`config.mk`:
```
export PLATFORM = sky130hd
export DESIGN_NAME = byte_deser_top
export DESIGN_NICKNAME = d
export VERILOG_FILES = /design/src/rtl/deser_pkg.sv /design/src/rtl/deser_shift.sv /design/src/rtl/deser_hold.sv /design/src/rtl/deser_out.sv /design/src/rtl/byte_deser_top.sv
export SDC_FILE = /design/constraint.sdc
export NUM_CORES = 1
export LEC_CHECK = 0
export ABC_CLOCK_PERIOD_IN_PS = 900
export BUFFER_PORTS_ARGS = -buffer_cell sky130_fd_sc_hd__buf_4
export CAP_MARGIN = 10
export CORE_MARGIN = 2
export CORE_UTILIZATION = 50
export CTS_BUF_LIST = sky130_fd_sc_hd__clkbuf_8
export CTS_CLUSTER_SIZE = 10
export DETAILED_ROUTE_END_ITERATION = 10
export PLACE_DENSITY_LB_ADDON = 0.15
export SYNTH_ARGS = -nofsm -noshare
export SYNTH_HDL_FRONTEND = slang
export SYNTH_SLANG_ARGS = --single-unit
```
`constraint.sdc`:
```
create_clock -name clk -period 0.9 [get_ports clk]
set_input_delay 0.045 -clock clk [delete_from_list [all_inputs] [get_ports clk]]
set_output_delay 0.045 -clock clk [all_outputs]
set_load 0.02 [all_outputs]
```
`src/rtl/deser_pkg.sv`:
```
`timescale 1ns/1ps
package deser_pkg;
   parameter int unsigned DEFAULT_W = 8;

   // shift one bit into a word, direction chosen by msb_first
   function automatic logic [DEFAULT_W-1:0] push_bit(
      input logic [DEFAULT_W-1:0] word,
      input logic                 b,
      input bit                   msb_first);
      if (msb_first)
         return {word[DEFAULT_W-2:0], b};
      else
         return {b, word[DEFAULT_W-1:1]};
   endfunction
endpackage

```
`src/rtl/deser_shift.sv`:
```
`timescale 1ns/1ps
module deser_shift #(
   parameter int unsigned W         = deser_pkg::DEFAULT_W,
   parameter bit          MSB_FIRST = 1'b1
) (
   input  logic         clk,
   input  logic         rst_n,
   input  logic         bit_en,
   input  logic         bit_in,
   output logic [W-1:0] sr_q,
   output logic [W-1:0] sr_next
);
   generate
      if (W < 2) begin : g_bad_w
         $error("deser_shift: W must be at least 2");
      end
      if (MSB_FIRST) begin : g_msb
         assign sr_next = {sr_q[W-2:0], bit_in};
      end else begin : g_lsb
         assign sr_next = {bit_in, sr_q[W-1:1]};
      end
   endgenerate

   always_ff @(posedge clk or negedge rst_n) begin
      if (!rst_n)
         sr_q <= '0;
      else if (bit_en)
         sr_q <= sr_next;
   end

   // no movement without a bit period
   p_shift_idle_r2: assert property (@(posedge clk) disable iff (!rst_n)
      !bit_en |=> $stable(sr_q));
endmodule

```
`src/rtl/deser_hold.sv`:
```
`timescale 1ns/1ps
module deser_hold #(
   parameter int unsigned W = deser_pkg::DEFAULT_W
) (
   input  logic         clk,
   input  logic         rst_n,
   input  logic         bit_en,
   input  logic         byte_mark,
   input  logic [W-1:0] word_in,
   output logic [W-1:0] hold_q
);
   logic load;
   assign load = bit_en & byte_mark;

   always_ff @(posedge clk or negedge rst_n) begin
      if (!rst_n)
         hold_q <= '0;
      else if (load)
         hold_q <= word_in;
   end

   // holding stage moves only on a qualified boundary
   p_hold_only_on_mark_r2: assert property (@(posedge clk) disable iff (!rst_n)
      !(bit_en && byte_mark) |=> $stable(hold_q));
   // a boundary captures the word presented by the shift stage
   p_hold_capture_r3: assert property (@(posedge clk) disable iff (!rst_n)
      (bit_en && byte_mark) |=> hold_q == $past(word_in));
endmodule

```
`src/rtl/deser_out.sv`:
```
`timescale 1ns/1ps
module deser_out #(
   parameter int unsigned W = deser_pkg::DEFAULT_W
) (
   input  logic         clk,
   input  logic         rst_n,
   input  logic         out_tick,
   input  logic [W-1:0] hold_in,
   output logic [W-1:0] out_q
);
   always_ff @(posedge clk or negedge rst_n) begin
      if (!rst_n)
         out_q <= '0;
      else if (out_tick)
         out_q <= hold_in;
   end

   // output timing set by the tick alone
   p_out_steady_r7: assert property (@(posedge clk) disable iff (!rst_n)
      !out_tick |=> $stable(out_q));
   // tick copies the pre-edge holding value
   p_out_follow_r4: assert property (@(posedge clk) disable iff (!rst_n)
      out_tick |=> out_q == $past(hold_in));
endmodule

```
`src/rtl/byte_deser_top.sv`:
```
`timescale 1ns/1ps
module byte_deser_top #(
   parameter int unsigned W         = deser_pkg::DEFAULT_W,
   parameter bit          MSB_FIRST = 1'b1
) (
   input  logic         clk,
   input  logic         rst_n,
   input  logic         bit_en,
   input  logic         bit_in,
   input  logic         byte_mark,
   input  logic         out_tick,
   output logic [W-1:0] par_out
);
   logic [W-1:0] sr_q;
   logic [W-1:0] sr_next;
   logic [W-1:0] hold_q;

   deser_shift #(.W(W), .MSB_FIRST(MSB_FIRST)) i_shift (
      .clk(clk), .rst_n(rst_n), .bit_en(bit_en), .bit_in(bit_in),
      .sr_q(sr_q), .sr_next(sr_next));

   deser_hold #(.W(W)) i_hold (
      .clk(clk), .rst_n(rst_n), .bit_en(bit_en), .byte_mark(byte_mark),
      .word_in(sr_next), .hold_q(hold_q));

   deser_out #(.W(W)) i_out (
      .clk(clk), .rst_n(rst_n), .out_tick(out_tick),
      .hold_in(hold_q), .out_q(par_out));

   // reset leaves the bus at zero
   p_reset_zero_r1: assert property (@(posedge clk)
      $rose(rst_n) |-> par_out == '0);
endmodule

```
==> metrics.yaml <==
setup_path:
  critPathArrivalTime_ps: 810
  cp_slowest_cell: "dfrtp_1"
  cp_max_fo: 2
  endpoint_kind: "output port"
  path_buf_inv: 1
  crit_chain: "buf_4"
  r2r_cells: 1
  critPathRequiredTime_ps: 850
  critPathTopFamily: "flip-flops"
  crit_cells: 1
  r2r-end: "i_hold.hold_q[6]"
  rrSetupSlack_ps: 110
  critPathKind: "register to output port"
  timing.rr.start: "i_shift.sr_q[5]"
  cp-start-kind: "register"
  slowest_delay_ps: 390
clock_network:
  clk_pin_slew_ps: 80
  htreeDepth: 1
  clockRootBuffer: "clkbuf_8"
  cts_resized: 0
  insertion_delay_ps: 260
  post_cts_buffers: 0
  cts_buffers: 3
  ctsHoldBuffers: 1
  ctsLongestPathBuffers: 2
  cts_tree: "built"
  cts_sinks: 23
placed_design:
  place_congestion: 0.662
  place_ws_ps: 119
  io_buffers: 13
synthesis:
  synth_seq_cells: 23
  synthSimpleGateAreaFrac: 0.0222
  syn_area_sq_um: 901
  synth_mux_area_frac: 0.321
  ys_types: 6
  synth_top_family_by_area: "multiplexers"
  synth_compound_gate_area_share: 0
  synth_xor_area_frac: 0
  seq_area_frac_synth: 0.639
  syn_inst: 49
  synth_nets: 55
  avgSynthCellArea_sq_um: 18.4
  synth-adder-area-share: 0
  yosysWarnings: 0
sta:
  fin_crit_sh: 0.951
  max_slew_margin: 0.813
  clock_skew_ps: 1.16
  drv_slew: 0
  fmax_ghz: 1.17
  hold_viol: 0
  period_minus_slack_ps: 856
  tightestPinTransition_ps: 280
  rsz0062_at_grt: "no"
  finalSetupTns_ps: 0
  postLayoutSetupSlackWorst_ps: 43.7
  setup-violations-final: 0
finish:
  nFillCells: 136
  final_common_cell: "dfrtp_1"
  mostFrequentLayoutCells: "dfrtp_1, mux2_2, buf_4"
  fin_nets: 72
  synthToLayoutAreaGrowth_pct: 18.6
  drive_above_1_share: 0.615
  antenna_cells: 0
  post-route-util: 0.626
run_status:
  outcome: "finished, final reports clean"
drt:
  avgRoutedWirePerCell_microns: 14.1
  wirelength_microns: 1270
  via_per_inst: 5.03
  dr.pass1.iters: 1
  postRouteAntennaNets: 0
  vias: 453
  drt_iter0_markers: 0
  drc: 0
pwr:
  pwr-share-clk: 0.207
  p_int_mw: 2.14
  p_sw_mw: 0.807
  pwr-share-comb: 0.276
  powerDensity_mw_per_mm2: 2750
  seqPwrFrac: 0.516
  ir_drop_mv: 1.56
  p_leak_nw: 0.504
  switching_share: 0.274
floorplan:
  fp-row-count: 15
  fp.dieW_microns: 46.4
  core-area_sq_mm: 0.00171
  die_area_sq_mm: 0.00216
  pin_count: 14
  start_util: 0.527
  die_h_microns: 46.4
global_route:
  grt_pass1_vias: 456
  gr-usage-met2: 0.211
  grt_overflow: 0
  antenna_found_initial: 0
  busiest_layer: "met1"
  grt_start_max_net_pins: 24
  grt_use_met1: 0.212
  grt_util_met3: 0.0353
  grt_pass1_wl_microns: 2130
  track_usage: 0.153
min_path:
  whs_endpoint: "i_hold.hold_q[0]"
  min_path_cells: 2
  hp-start: "bit_in"
  hold_path.class: "input pin to register"
run:
  drv_cap: 0
[state kept, by name, summed over array words and instances, names as in the netlist]
name,flops
i_shift.sr_q,7
i_out.out_q,8
i_hold.hold_q,8
[power groups by stage]
stage                     clock, mW  combinational [mW]  sequential [mW]
after floorplan                   0               0.384             1.66
after global placement            0               0.802             1.53
after detailed placement          0               0.817             1.55
after CTS                     0.635               0.827             1.53
after global routing          0.666               0.871             1.57
final                         0.610               0.814             1.52
[logic make-up after synthesis]
family | count (synthesis)
multiplexers | 23
flip-flops | 23
buffers and inverters | 2
AND/OR/NAND/NOR | 1
[layout make-up]
class                   instances  area, sq um  area share
multi-input cells              24          309       0.289
clock inverters                 1         3.75     0.00351
clock buffers                   3         41.3      0.0386
well taps                      25         31.3      0.0293
flip-flops and latches         23          576       0.539
repair buffers                 14          108       0.101
[worst max-delay path by stage]
stage | startpoint | to
final | i_out.out_q[1] | par_out[1]
after detailed placement | i_shift.sr_q[0] | i_hold.hold_q[1]
after CTS | i_out.out_q[1] | par_out[1]
after global placement | i_shift.sr_q[4] | i_hold.hold_q[5]
after global routing | i_out.out_q[1] | par_out[1]
after floorplan | i_out.out_q[0] | i_out.out_q[0]
[stage by stage]
stage	power (mW)	cell area, sq um	cells	hold slack [ps]
2_1_floorplan	2.05	901	49	-251
4_1_cts	2.99	1070	90	18.6
6_report	2.94	1070	90	21.2
3_3_place_gp	2.33	1010	85	-49.9
5_1_grt	3.11	1070	90	21.1
3_5_place_dp	2.37	1010	85	-50.4
[Yosys cell counts]
cell type | number | share of area
buf_2 | 1 | 0.0056
buf_6 | 1 | 0.012
nand2_8 | 1 | 0.022
mux2_4 | 8 | 0.13
dfrtp_1 | 23 | 0.64
mux2_2 | 15 | 0.19
[metal layers]
layer  up-vias  routed length [microns]
li1        205                        -
met1       229                      604
met2        14                      569
met3         5                       58
met4         0                       35
met5         -                        0
(Power assumes the default switching activity.)
